$ cat src/rtl/ivr_pkg.sv
// Package: shared constants and the boot-start address computation.
// Assumes the boot section doubles in size with each step of the size code.
package ivr_pkg;
    localparam int FLASH_WORDS = 4096;
    localparam int MIN_BOOT_WORDS = 128;
    localparam int ADDR_W = $clog2(FLASH_WORDS);

    // Word address where a boot section of the given size code begins.
    function automatic int boot_start(input int flash_words, input int min_boot,
                                      input logic [1:0] size_code);
        return flash_words - (min_boot << size_code);
    endfunction
endpackage

$ cat src/rtl/ivr_unlock.sv
// Module: the select/arm register with its timed unlock window.
// Assumes one write strobe per cycle. An arming write (data bit 0 = 1) opens a
// window of WIN cycles. A disarming write inside the window updates the select bit.
module ivr_unlock #(
    parameter int WIN = 4
) (
    input  logic       clk,
    input  logic       rst_n,
    input  logic       reg_wr,
    input  logic [1:0] reg_wdata,
    output logic       sel_q,
    output logic       arm_q,
    output logic       post_q
);
    localparam int CW = $clog2(WIN + 1);

    logic [CW-1:0] cnt_q;
    logic          accept;

    // A select update is accepted only while armed and with the arm bit written 0.
    assign accept = arm_q && reg_wr && !reg_wdata[0];

    // Register state, window counter and the one-cycle trailing mask.
    always_ff @(posedge clk) begin
        if (!rst_n) begin
            sel_q  <= 1'b0;
            arm_q  <= 1'b0;
            post_q <= 1'b0;
            cnt_q  <= '0;
        end else begin
            post_q <= accept;
            if (reg_wr && reg_wdata[0]) begin
                arm_q <= 1'b1;
                cnt_q <= CW'(WIN);
            end else if (accept) begin
                sel_q <= reg_wdata[1];
                arm_q <= 1'b0;
                cnt_q <= '0;
            end else if (arm_q) begin
                cnt_q <= cnt_q - 1'b1;
                if (cnt_q == CW'(1)) arm_q <= 1'b0;
            end
        end
    end

    assert_sel_only_on_accept_R8: assert property (@(posedge clk) disable iff (!rst_n)
        !accept |=> $stable(sel_q));
    assert_arm_sets_R4: assert property (@(posedge clk) disable iff (!rst_n)
        (reg_wr && reg_wdata[0]) |=> arm_q);
    assert_accept_loads_R5: assert property (@(posedge clk) disable iff (!rst_n)
        accept |=> (!arm_q && sel_q == $past(reg_wdata[1])));
    assert_arm_has_count_R7: assert property (@(posedge clk) disable iff (!rst_n)
        arm_q |-> (cnt_q != '0 && cnt_q <= CW'(WIN)));
endmodule

$ cat src/rtl/ivr_base.sv
// Module: maps the select bit and boot size code to the vector table base.
// Assumes the flash size is a power of two, so the base fits in AW bits.
module ivr_base #(
    parameter int FLASH_WORDS = ivr_pkg::FLASH_WORDS,
    parameter int MIN_BOOT    = ivr_pkg::MIN_BOOT_WORDS,
    parameter int AW          = $clog2(FLASH_WORDS)
) (
    input  logic          sel,
    input  logic [1:0]    boot_size,
    output logic [AW-1:0] vec_base
);
    // Choose address zero or the start of the boot section.
    always_comb begin
        if (sel) vec_base = AW'(ivr_pkg::boot_start(FLASH_WORDS, MIN_BOOT, boot_size));
        else     vec_base = '0;
    end
endmodule

$ cat src/rtl/ivr_suppress.sv
// Module: combines the unlock-window mask and the two lock conditions.
// Assumes the interrupt controller ANDs the inverse of this output with its global enable.
module ivr_suppress (
    input  logic sel,
    input  logic arm,
    input  logic post,
    input  logic lock_app_irq,
    input  logic lock_boot_irq,
    input  logic in_boot_sec,
    output logic irq_suppress
);
    logic lock_hit;

    // A lock applies only when the code runs in the section that does not hold the vectors.
    always_comb begin
        lock_hit = (sel && lock_app_irq && !in_boot_sec) ||
                   (!sel && lock_boot_irq && in_boot_sec);
        irq_suppress = arm || post || lock_hit;
    end
endmodule

$ cat src/rtl/ivr_ctrl.sv
// Module: top of the vector relocation controller.
// Assumes the CPU writes the register through a single-cycle strobe and reads it combinationally.
module ivr_ctrl #(
    parameter int WIN         = 4,
    parameter int FLASH_WORDS = ivr_pkg::FLASH_WORDS,
    parameter int MIN_BOOT    = ivr_pkg::MIN_BOOT_WORDS,
    parameter int AW          = $clog2(FLASH_WORDS)
) (
    input  logic          clk,
    input  logic          rst_n,
    input  logic          reg_wr,
    input  logic [1:0]    reg_wdata,
    output logic [1:0]    reg_rdata,
    input  logic [1:0]    boot_size,
    input  logic          lock_app_irq,
    input  logic          lock_boot_irq,
    input  logic          in_boot_sec,
    output logic [AW-1:0] vec_base,
    output logic          irq_suppress
);
    logic sel, arm, post;

    ivr_unlock #(.WIN(WIN)) u_unlock (
        .clk(clk), .rst_n(rst_n), .reg_wr(reg_wr), .reg_wdata(reg_wdata),
        .sel_q(sel), .arm_q(arm), .post_q(post)
    );

    ivr_base #(.FLASH_WORDS(FLASH_WORDS), .MIN_BOOT(MIN_BOOT), .AW(AW)) u_base (
        .sel(sel), .boot_size(boot_size), .vec_base(vec_base)
    );

    ivr_suppress u_supp (
        .sel(sel), .arm(arm), .post(post), .lock_app_irq(lock_app_irq),
        .lock_boot_irq(lock_boot_irq), .in_boot_sec(in_boot_sec),
        .irq_suppress(irq_suppress)
    );

    // Read port returns the two register bits.
    assign reg_rdata = {sel, arm};

    assert_base_zero_R2: assert property (@(posedge clk) disable iff (!rst_n)
        !reg_rdata[1] |-> vec_base == '0);
    assert_mask_after_update_R6: assert property (@(posedge clk) disable iff (!rst_n)
        (reg_rdata[0] && reg_wr && !reg_wdata[0]) |=> irq_suppress);
    assert_mask_while_armed_R4: assert property (@(posedge clk) disable iff (!rst_n)
        reg_rdata[0] |-> irq_suppress);
endmodule

$ cat config.mk
export PLATFORM = sky130hd
export DESIGN_NAME = ivr_ctrl
export DESIGN_NICKNAME = d
export VERILOG_FILES = /design/src/rtl/ivr_pkg.sv /design/src/rtl/ivr_unlock.sv /design/src/rtl/ivr_base.sv /design/src/rtl/ivr_suppress.sv /design/src/rtl/ivr_ctrl.sv
export SDC_FILE = /design/constraint.sdc
export NUM_CORES = 1
export LEC_CHECK = 0
export BUFFER_PORTS_ARGS = -buffer_cell sky130_fd_sc_hd__buf_2
export CAP_MARGIN = 20
export CORE_AREA = 2 2 39 41
export CTS_CLUSTER_DIAMETER = 80
export DETAILED_ROUTE_END_ITERATION = 6
export DIE_AREA = 0 0 41 43
export GPL_TIMING_DRIVEN = 0
export PLACE_DENSITY_LB_ADDON = 0.15
export RECOVER_POWER = 50
export SYNTH_ARGS = -nofsm -noshare
export SYNTH_HDL_FRONTEND = slang
export SYNTH_HIERARCHICAL = 1
export SYNTH_SLANG_ARGS = --single-unit
$ cat constraint.sdc
create_clock -name clk -period 3.2 [get_ports clk]
set_input_delay 0.64 -clock clk [delete_from_list [all_inputs] [get_ports clk]]
set_output_delay 0.64 -clock clk [all_outputs]
set_load 0.01 [all_outputs]
# After elaboration in Yosys (flattened, before gate mapping)
# Cells that the tools add are included.
[op_classes]
muxes = 8
bitwise = 2
add_sub_neg = 2
n_eq_ne = 1
reduce_logical = 16
shift = 1
[ops]
columns = ["operator", "count"]
rows = [
  ["$mux W12", 1],
  ["$shl A8 B2 Y12 const A", 1],
  ["$sub A1 B12 Y12 const A", 1],
  ["$mux W3", 3],
  ["$logic_and A1 B1 Y1", 7],
  ["$mux W1", 4],
  ["$eq A3 B1 Y1 const B", 1],
  ["$logic_not A1 Y1", 3],
  ["$logic_or A1 B1 Y1", 3],
  ["$reduce_bool A3 Y1", 1],
  ["$reduce_or A3 Y1", 1],
  ["$sub A3 B1 Y3 const B", 1],
  ["$not A1 Y1", 2],
  ["$reduce_and A2 Y1", 1],
]
[word_totals]
output_inout_bits = 15
reg_bits = 6
input_bits = 10

# Depth between registers and ports, before layout
# Gate-level depths: netlist of the first run.
[depth]
ltp_word = 5
mapped_depth = 5

# Cells and area by module
# The synthesis of the first run kept the hierarchy.
[modules_own_cells]
columns = ["mod", "seq_area_each_um2", "area_per_inst_um2", "n_inst", "cells_each"]
rows = [
  ["ivr_unlock", 120.1, 267.8, 1, 31],
  ["ivr_base", 0.0, 115.1, 1, 18],
  ["ivr_suppress", 0.0, 27.5, 1, 4],
  ["ivr_ctrl", 0.0, 15.0, 1, 2],
]

# Least setup slack after synthesis of the first run
# No wires, ideal clock.
[synth_timing]
path_type = "in2out"
start = "in boot_size[1]"
end = "out vec_base[8]"
setup_slack_ns = 1.270
t_arrival_ns = 1.290
stages = 3
n_path_buf = 0
cell_sequence = "or2_4 ha_1 and2_1"
[synth_between]
elab_chain_len = 3
[synth_rtl]
columns = ["element", "line_no", "rtl"]
rows = [
  ["start, declared", "ivr_ctrl.sv:14", "input logic [1:0] boot_size,"],
  ["$shl A8 B2 Y12", "ivr_pkg.sv:11", "return flash_words - (min_boot << size_code);"],
  ["$sub A1 B12 Y12", "ivr_pkg.sv:11", ""],
  ["$mux W12", "ivr_base.sv:14", "if (sel) vec_base = AW'(ivr_pkg::boot_start(FLASH_WORDS, MIN_BOOT, boot_size));"],
  ["end, declared", "ivr_ctrl.sv:18", "output logic [AW-1:0] vec_base,"],
]
# No other way between the ends.

# Worst setup path after layout of the first run
# Ends and elaborated chain as after synthesis.

==> results.cfg, run 1 <==
[worst_setup_path]
timing.critical_path.to_type = output pin
critical_path.max_fanout = 3
critical_path_arrival_ps = 1520
worst_setup_path_start_kind = input pin
timing.reg2reg.worst_path_depth = 5
setup.worst_path.class = in -> out
worstReg2RegEnd = u_unlock/cnt_q[1]$_SDFFE_PP0P_
regToRegStartpoint = u_unlock/cnt_q[0]$_SDFFE_PP0P_
r2r_setup_slack_ps = 2110
crit_required_ps = 2560
startpoint = boot_size[1]

[cells_and_area]
antenna-diode-count = 0
final_core_util_pct = 41.41
final_net_count = 96
syn_to_final_growth_pct = 34.71
fraction_of_layout_cells_with_a_size_suffix_above_1_pct = 39.51

[sta]
fraction_of_the_cycle_the_final_worst_path_needs_pct = 67.47
grt_setup_unrepaired = false
timing.setup.tns_ps = 0
fmaxAchievable_mhz = 463.1
maxSlewViolCount = 0
worst_clock_skew_ps = 2.398
fin_crit_ps = 2159
timing_hold_violations_final = 0
report.final.setup_viol = 0
finalHoldWorstSlack_ps = 485.7
timing.final.ws_setup_ps = 1041

[synth]
synth_most_common_cell = sky130_fd_sc_hd__buf_4
synth_enable_flop_cells = 0
synthesis.area_um2 = 425.4
postSynth.topFlopCell = sky130_fd_sc_hd__dfxtp_1
netlist-cell-type-count = 23
post_synth_most_frequent_cells = sky130_fd_sc_hd__buf_4 (9), sky130_fd_sc_hd__inv_1 (7), sky130_fd_sc_hd__dfxtp_1 (6)
synth.avg_cell_area_um2 = 7.735
synth_top_cell_by_area = sky130_fd_sc_hd__dfxtp_1
sequential_area_share_after_synthesis_pct = 28.24
synth-warning-count = 6
post_synth_inst_count = 55
async_flop_share_pct = 0
synth-seq-cells = 6
synth.area.top_cells = sky130_fd_sc_hd__dfxtp_1 (28%), sky130_fd_sc_hd__buf_4 (16%), sky130_fd_sc_hd__ha_1 (8.8%)
synthDominantCellAreaShare_pct = 28.24

[clock_network]
clock_path_buffers = 2
cts_resized = 0
clk_root_buffer_cell = sky130_fd_sc_hd__clkbuf_4
clock_sink_count = 6
cts.htree.levels = 1
cts.reportedPaths.clkPinSlew_ps = 40
cts_tree = built
post-cts-setup-buffers = 0
numCtsBuffers = 3
clock_latency_ps = 240
cts_hold_repair.buffers = 0

[pwr]
power_density_nw_per_um2 = 325.2
portion_of_total_power_attributed_to_sequential_cells_pct = 43.5
max-vdd-ir-drop_v = 0.0001803
sw_frac_of_total_pct = 25.02
power.internal_w = 0.0001397
comb_power_share_pct = 20.8
power.net_switching_w = 0.00004663
leakagePower_nw = 0.3037
share_clk_of_total_power_pct = 35.7

[floorplan]
core_area_um2 = 1384
io_pins = 25
start_util_pct = 30.74
floorplan.die_area_um2 = 1763
floorplan.rows = 14
die_height_um = 43
die_width_um = 41

[placed_design]
place_congestion = 0.7552
place_ws_ps = 1034
buffer_ports.inserted = 17
hpwl_reported_at_the_end_of_detailed_placement_um = 632.9

[drt]
initialDrtViolationCount = 3
wl_per_cell_um = 7.825
via_count = 407
routed_wirelength_um = 759
first_pass_iters = 4
antenna_violating_nets_post_route = 0
viasPerCell = 4.196
drc = 0

[worst_hold_path]
whs_path_depth = 2
worstHoldStart = u_unlock/cnt_q[2]$_SDFFE_PN0P_
hold_path_end = u_unlock/cnt_q[2]$_SDFFE_PN0P_
min_path_type = reg -> reg

[grt]
grt_first_pass_wirelength_mm = 1.090
grt.overflow.total = 0
grt_max_degree = 9
grt_antenna_before_repair = 0
total_grt_usage_pct = 9.366
first_global_vias = 317

[run]
max_cap_violations = 0

[outcome]
status = finished, final reports clean
-- state kept, by name, indices dropped and copies added (netlist names) --
| signal | flops |
|---|---|
| u_unlock/sel_q | 1 |
| u_unlock/post_q | 1 |
| u_unlock/arm_q | 1 |
| u_unlock/cnt_q | 3 |
-- cell type report --
| class | count | area, um^2 |
|---|---|---|
| Buffer | 10 | 71.32 |
| Clock buffer | 3 | 22.52 |
| Fill cell | 159 | 810.8 |
| Inverter | 8 | 30.03 |
| Multi-Input combinational cell | 37 | 226.5 |
| Sequential cell | 6 | 120.1 |
| Tap cell | 16 | 20.02 |
| Timing Repair Buffer | 17 | 82.58 |
-- routing by layer --
layer  part of all wire (%)  vias up  track usage (%)
met5                      0        -                0
met4                      0        0            2.000
met3                     13        0            6.283
met2                     47       23            16.25
met1                     40      169            8.442
li1                       -      215                -
-- through the flow --
step           area [um^2]  std cells  total power (W)
2_1_floorplan        447.9         61        0.0001089
3_3_place_gp         553.0         94        0.0001211
3_5_place_dp         553.0         94        0.0001215
4_1_cts              575.6         97        0.0001905
5_1_grt              573.1         97        0.0001995
6_report             573.1         97        0.0001863
-- cells in the final DEF (no fill, tap or decap), types with 2 or more instances in the layout --
| cell | instances |
|---|---|
| sky130_fd_sc_hd__dfxtp_1 | 6 |
| sky130_fd_sc_hd__clkbuf_4 | 3 |
| sky130_fd_sc_hd__conb_1 | 7 |
| sky130_fd_sc_hd__buf_2 | 15 |
| sky130_fd_sc_hd__nand2_1 | 4 |
| sky130_fd_sc_hd__buf_4 | 9 |
| sky130_fd_sc_hd__inv_1 | 7 |
| sky130_fd_sc_hd__a21oi_1 | 3 |
| sky130_fd_sc_hd__clkbuf_1 | 3 |
| sky130_fd_sc_hd__nand3b_1 | 2 |
| sky130_fd_sc_hd__nand3_1 | 2 |
| sky130_fd_sc_hd__nor2_1 | 4 |
| sky130_fd_sc_hd__a31oi_1 | 2 |
| sky130_fd_sc_hd__ha_1 | 3 |
-- worst max-delay path, cell delays in order --
cell and delay, ps:
sky130_fd_sc_hd__buf_2 110, sky130_fd_sc_hd__or2_4 250, sky130_fd_sc_hd__ha_1 260, sky130_fd_sc_hd__and2_1 130
sky130_fd_sc_hd__buf_2 130
-- worst max-delay path by stage --
stage	end	slack (ps)	depth (start not counted)
2_1_floorplan	vec_base[8]	1270	3
3_3_place_gp	vec_base[8]	1040	5
3_5_place_dp	vec_base[8]	1030	5
4_1_cts	vec_base[8]	1030	5
5_1_grt	vec_base[8]	980	5
6_report	vec_base[8]	1040	5
-- cells by family (layout without fill, tap and decap cells) --
family,after synthesis,in the layout,share of synthesized area [%]
AND/OR/NAND/NOR,17,17,21.18
multiplexers,1,1,2.353
AO/OA/AOI/OAI,9,9,14.70
other,1,7,0.8815
buffers and inverters,18,38,23.82
flip-flops,6,6,28.24
adder cells (fa/ha/maj),3,3,8.824
-- power groups by stage --
| stage | clock network (W) | registers [W] | logic, W |
|---|---|---|---|
| 2_1_floorplan | 0 | 0.0000816 | 0.0000273 |
| 6_report | 0.0000665 | 0.0000811 | 0.0000388 |
| 5_1_grt | 0.0000736 | 0.0000815 | 0.0000445 |
| 4_1_cts | 0.0000703 | 0.0000810 | 0.0000392 |
| 3_5_place_dp | 0 | 0.0000824 | 0.0000391 |
| 3_3_place_gp | 0 | 0.0000823 | 0.0000388 |
Note: power is estimated with default switching activity, not from simulation.
==> inputs of run 2 (changes only) <==
clock period = 1.9 ns   (was 3.2 ns; I/O delays follow)
==> run 2 against run 1 <==
Utilization increased by 0.090 points. Critical path type unchanged. Critical endpoint unchanged. Wire length decreased by 0.53%. Setup slack got worse by 780 ps. Total power increased by 69%. Critical path depth unchanged. Combinational power increased by 69%. Largest power group unchanged. Register-to-register slack got worse by 1300 ps. Die area unchanged.
==> results.cfg, run 2 (synthesis gave the netlist of run 1 again) <==
[cells_and_area]
final_core_util_pct = 41.50
register_area_um2 = 120.1
syn_to_final_growth_pct = 35.00
final_net_count = 96
top_register = u_unlock/cnt_q
antenna-diode-count = 0
final_common_cell = sky130_fd_sc_hd__buf_2
largest_register_ff_count = 3
fraction_of_layout_cells_with_a_size_suffix_above_1_pct = 40.74
multi_input_area_um2 = 226.5
num-fill-cells = 158
layout_common_cells = sky130_fd_sc_hd__buf_2 (16), sky130_fd_sc_hd__buf_4 (9), sky130_fd_sc_hd__inv_1 (7), sky130_fd_sc_hd__conb_1 (7), sky130_fd_sc_hd__dfxtp_1 (6)

[clock_network]
clk_root_buffer_cell = sky130_fd_sc_hd__clkbuf_4
numCtsBuffers = 3
cts_resized = 0
clock_path_buffers = 2
cts.htree.levels = 1
cts_hold_repair.buffers = 0
clock_sink_count = 6
cts_tree = built
post-cts-setup-buffers = 0
clock_latency_ps = 240
cts.reportedPaths.clkPinSlew_ps = 40

[grt]
grt_use_met3_pct = 6.283
busiest_layer = met2
grt.overflow.total = 0
grt_util_met2_pct = 16.25
grt_first_pass_wirelength_mm = 1.090
first_global_vias = 317
grt_max_degree = 9
grt_antenna_before_repair = 0
groute.layer.met1.usage_pct = 8.442
total_grt_usage_pct = 9.366

[floorplan]
die_height_um = 43
floorplan.die_area_um2 = 1763
die_width_um = 41
start_util_pct = 30.74
core_area_um2 = 1384
io_pins = 25
floorplan.rows = 14

[worst_setup_path]
path_cells = buf_2, or2_4, ha_1, and2_1, buf_2
critical_path.max_fanout = 3
crit_top_cell = sky130_fd_sc_hd__buf_2
worst_setup_path_start_kind = input pin
timing.critical_path.to_type = output pin
critical_path_arrival_ps = 1260
worst_path_largest_cell_delay_ps = 260
timing.critical_path.max_delay_family = simple AND/OR/NAND/NOR gates
cpMaxStageDelayCell = sky130_fd_sc_hd__ha_1
cp_num_buf_inv = 2
setup.worst_path.class = in -> out
crit_required_ps = 1520

[placed_design]
hpwl_reported_at_the_end_of_detailed_placement_um = 632.9
place_congestion = 0.7552
buffer_ports.inserted = 17

[sta]
fmaxAchievable_mhz = 610.1
timing_hold_violations_final = 0
fin_crit_ps = 1639
report.final.setup_viol = 0
timing.setup.tns_ps = 0
fraction_of_the_cycle_the_final_worst_path_needs_pct = 86.27
grt_setup_unrepaired = false
worst_clock_skew_ps = 2.398
maxSlewViolCount = 0

[outcome]
status = finished, final reports clean

[drt]
drc = 0
via_count = 408
routed_wirelength_um = 755
antenna_violating_nets_post_route = 0
first_pass_iters = 4
viasPerCell = 4.206
wl_per_cell_um = 7.784
initialDrtViolationCount = 3

[pwr]
leakagePower_nw = 0.3065
max-vdd-ir-drop_v = 0.0003037
power_density_nw_per_um2 = 546.9

[worst_hold_path]
min_path_type = in -> reg

[run]
max_cap_violations = 0
-- run 2: report_power, final --
part / switching (W) / internal (W) / total, W
sequential: 0.00000492 / 0.000132 / 0.000137
clock: 0.0000409 / 0.0000711 / 0.000112
combinational: 0.0000327 / 0.0000329 / 0.0000656
-- run 2: layer usage --
metal / vias to the layer above / routed length (um)
li1: 215 / -
met1: 170 / 299
met2: 23 / 353
met3: 0 / 102
met4: 0 / 0
met5: - / 0
-- run 2: worst paths after layout --
check | cells after the start | end | slack, ps | startpoint
setup reg to reg | 5 | u_unlock/cnt_q[1]$_SDFFE_PP0P_ | 810 | u_unlock/cnt_q[0]$_SDFFE_PP0P_
hold reg to reg | 2 | u_unlock/cnt_q[2]$_SDFFE_PN0P_ | 490 | u_unlock/cnt_q[2]$_SDFFE_PN0P_
hold / removal | 3 | u_unlock/sel_q$_SDFFE_PN0P_ | 380 | reg_wdata[1]
setup / recovery | 5 | vec_base[8] | 260 | boot_size[1]
-- run 2: layout make-up --
type	instances	area share, %
plain buffers	10	12.42
flip-flops and latches	6	20.91
well taps	16	3.486
clock buffers	3	3.922
repair buffers	17	14.60
inverters	8	5.229
multi-input cells	37	39.43
-- run 2: metrics by stage --
stage	std cells	power (W)	hold slack, ps	area (um^2)	setup WS [ps]
2_1_floorplan	61	0.0001834	457.6	447.9	490.0
6_report	97	0.0003141	381.8	574.3	260.8
3_5_place_dp	94	0.0002046	474.8	553.0	253.5
3_3_place_gp	94	0.0002039	474.8	553.0	258.9
5_1_grt	97	0.0003364	393.1	574.3	201.9
4_1_cts	97	0.0003208	381.8	575.6	253.2
-- run 2: worst reg2reg max path, delay by kind of cell (launching register included) --
family / cells / cell delay [ps]
and+or+nand+nor: 2 / 280
buffers and inverters: 1 / 70
adders and majority gates: 1 / 280
DFF: 1 / 340
AOI/OAI and AO/OA: 1 / 60
==> inputs of run 3 (changes only) <==
SYNTH_HIERARCHICAL = not set   (was 1)
==> run 3 against run 2 <==
Global-route usage grew 0.082 points. Sequential power is essentially flat. Synthesized cell count shrank 1.8%. Wire length grew 2.3%. Critical path depth is the same. Sequential share of layout area grew 0.56 points. Cell area shrank 2.6%. Setup slack lost 72 ps. Final cell count shrank 1.0%. Fmax shrank 4.2%. Flip-flop and latch count is the same. Critical endpoint unchanged. Largest cell class unchanged. Largest power group unchanged. Highest routed layer is now met4.
==> results.cfg, run 3 <==
[outcome]
status = finished, final reports clean

[synth]
netlist-cell-type-count = 22
post_synth_inst_count = 54
synth_most_common_cell = sky130_fd_sc_hd__buf_4
synth.avg_cell_area_um2 = 7.600
synth-warning-count = 0
synth.area.top_cells = sky130_fd_sc_hd__dfxtp_1 (29%), sky130_fd_sc_hd__buf_4 (16%), sky130_fd_sc_hd__ha_1 (9.1%)
sequential_area_share_after_synthesis_pct = 29.27
post_synth_most_frequent_cells = sky130_fd_sc_hd__buf_4 (9), sky130_fd_sc_hd__inv_1 (7), sky130_fd_sc_hd__dfxtp_1 (6)
synth_top_cell_by_area = sky130_fd_sc_hd__dfxtp_1
synthesis.area_um2 = 410.4
synth_enable_flop_cells = 0
postSynth.topFlopCell = sky130_fd_sc_hd__dfxtp_1
synthDominantCellAreaShare_pct = 29.27
async_flop_share_pct = 0
synth-seq-cells = 6

[pwr]
share_clk_of_total_power_pct = 37.6
power_density_nw_per_um2 = 572.6
leakagePower_nw = 0.2993
max-vdd-ir-drop_v = 0.0002674
power.internal_w = 0.0002346
power.net_switching_w = 0.00008571
portion_of_total_power_attributed_to_sequential_cells_pct = 42.6
sw_frac_of_total_pct = 26.76
comb_power_share_pct = 19.7

[clock_network]
cts_hold_repair.buffers = 0
clock_latency_ps = 250
cts_resized = 0
cts.reportedPaths.clkPinSlew_ps = 50
clk_root_buffer_cell = sky130_fd_sc_hd__clkbuf_4
numCtsBuffers = 3
post-cts-setup-buffers = 0
cts.htree.levels = 1
clock_sink_count = 6
clock_path_buffers = 2
cts_tree = built

[drt]
first_pass_iters = 4
met3_length_um = 105
initialDrtViolationCount = 10
viasPerCell = 4.344
via_count = 417
drc = 0
met1Wirelength_um = 334
wl_per_cell_um = 8.042
routed_wirelength_um = 772
met2WireLength_um = 319
antenna_violating_nets_post_route = 0
uppermost_layer_routed = met4

[run]
max_cap_violations = 0

[sta]
maxSlewViolCount = 0
worst_clock_skew_ps = 1.797
timing.setup.tns_ps = 0
fin_crit_ps = 1711
grt_setup_unrepaired = false
report.final.setup_viol = 0
fraction_of_the_cycle_the_final_worst_path_needs_pct = 90.06
timing_hold_violations_final = 0
fmaxAchievable_mhz = 584.4
timing.final.ws_setup_ps = 188.9

[worst_setup_path]
timing.critical_path.max_delay_family = simple AND/OR/NAND/NOR gates
timing.reg2reg.worst_path_depth = 5
critical_path.max_fanout = 3
setup.worst_path.class = in -> out
crit_top_cell = sky130_fd_sc_hd__buf_2
r2r_setup_slack_ps = 800
critical_path_arrival_ps = 1330
worst_path_largest_cell_delay_ps = 300
timing.critical_path.to_type = output pin
startpoint = boot_size[1]
cpMaxStageDelayCell = sky130_fd_sc_hd__or2_2
crit_required_ps = 1520
worstReg2RegEnd = u_unlock.cnt_q[1]$_SDFFE_PP0P_
regToRegStartpoint = u_unlock.cnt_q[0]$_SDFFE_PP0P_
worst_setup_path_start_kind = input pin
cp_num_buf_inv = 2
path_cells = buf_2, or2_2, ha_1, and2_1, buf_2

[floorplan]
start_util_pct = 29.66
floorplan.die_area_um2 = 1763
core_area_um2 = 1384
floorplan.rows = 14
die_height_um = 43
die_width_um = 41
io_pins = 25

[worst_hold_path]
hold_path_end = u_unlock.sel_q$_SDFFE_PN0P_
min_path_type = in -> reg
whs_path_depth = 3
worstHoldStart = reg_wdata[1]

[cells_and_area]
layout_common_cells = sky130_fd_sc_hd__buf_2 (16), sky130_fd_sc_hd__buf_4 (9), sky130_fd_sc_hd__inv_1 (7), sky130_fd_sc_hd__conb_1 (7), sky130_fd_sc_hd__dfxtp_1 (6)
syn_to_final_growth_pct = 36.28
antenna-diode-count = 0
final_common_cell = sky130_fd_sc_hd__buf_2
top_register = u_unlock.cnt_q
fraction_of_layout_cells_with_a_size_suffix_above_1_pct = 38.75
largest_register_ff_count = 3
final_net_count = 95

[placed_design]
buffer_ports.inserted = 17
place_congestion = 0.6699
place_ws_ps = 184.2
hpwl_reported_at_the_end_of_detailed_placement_um = 614.1

[grt]
grt.overflow.total = 0
grt_first_pass_wirelength_mm = 1.110
grt_antenna_before_repair = 0
first_global_vias = 324
total_grt_usage_pct = 9.447
grt_max_degree = 9
## run 3: cell types whose count changed after synthesis
cell / previous run / this run
sky130_fd_sc_hd__o211ai_2: 1 / 0
sky130_fd_sc_hd__or2_2: 0 / 1
sky130_fd_sc_hd__or2_4: 1 / 0
sky130_fd_sc_hd__nor2_2: 1 / 0
sky130_fd_sc_hd__o21ai_0: 1 / 2
sky130_fd_sc_hd__a311oi_1: 0 / 1
sky130_fd_sc_hd__nand3b_1: 2 / 1
## run 3: worst min-delay path, cell delays in order
cell and delay (ps):
sky130_fd_sc_hd__buf_2 80, sky130_fd_sc_hd__mux2i_1 50, sky130_fd_sc_hd__nor2_1 70
## run 3: area by class of cell
class,instances,area (um^2)
Inverter,8,30.03
Sequential cell,6,120.1
Fill cell,152,824.5
Clock buffer,3,22.52
Tap cell,16,20.02
Timing Repair Buffer,17,83.83
Buffer,10,71.32
Multi-Input combinational cell,36,211.5
## run 3: cells by family after synthesis
group | count (synthesis) | synth area share, %
compound gates | 10 | 15.55
fa+ha+maj | 3 | 9.147
buf+inv | 18 | 24.69
flops | 6 | 29.27
mux | 1 | 2.439
other cells | 1 | 0.9138
simple gates | 15 | 17.99
## run 3: how the worst max path moves through the flow
| stage | endpoint | slack [ps] | cells past startpoint |
|---|---|---|---|
| 3_5_place_dp | vec_base[8] | 180 | 5 |
| 5_1_grt | vec_base[8] | 140 | 5 |
| 4_1_cts | vec_base[8] | 180 | 5 |
| 2_1_floorplan | vec_base[8] | 410 | 3 |
| 3_3_place_gp | vec_base[8] | 190 | 5 |
| 6_report | vec_base[8] | 190 | 5 |
## run 3: power groups by stage
stage | clock network (W) | logic (W) | registers, W
final | 0.000120 | 0.0000632 | 0.000137
after global routing | 0.000132 | 0.0000722 | 0.000137
after CTS | 0.000121 | 0.0000633 | 0.000136
after detailed placement | 0 | 0.0000629 | 0.000139
after global placement | 0 | 0.0000629 | 0.000139
after floorplan | 0 | 0.0000437 | 0.000137
## run 3: stage by stage
stage	hold WS [ps]	std cells	utilization, %	total power, W	cell area, um^2
floorplan	457.6	60	-	0.0001810	432.9
global placement	473.4	93	38.88	0.0002015	538.0
detailed placement	478.7	93	38.88	0.0002016	538.0
CTS	377.6	96	40.51	0.0003207	560.5
global route	374.8	96	40.42	0.0003414	559.3
finish	367.9	96	40.42	0.0003203	559.3
## run 3: layer usage
metal | up-vias | GRT usage [%]
met2 | 24 | 13.75
li1 | 214 | -
met3 | 4 | 4.188
met1 | 175 | 9.355
met4 | 0 | 8.667
met5 | - | 0
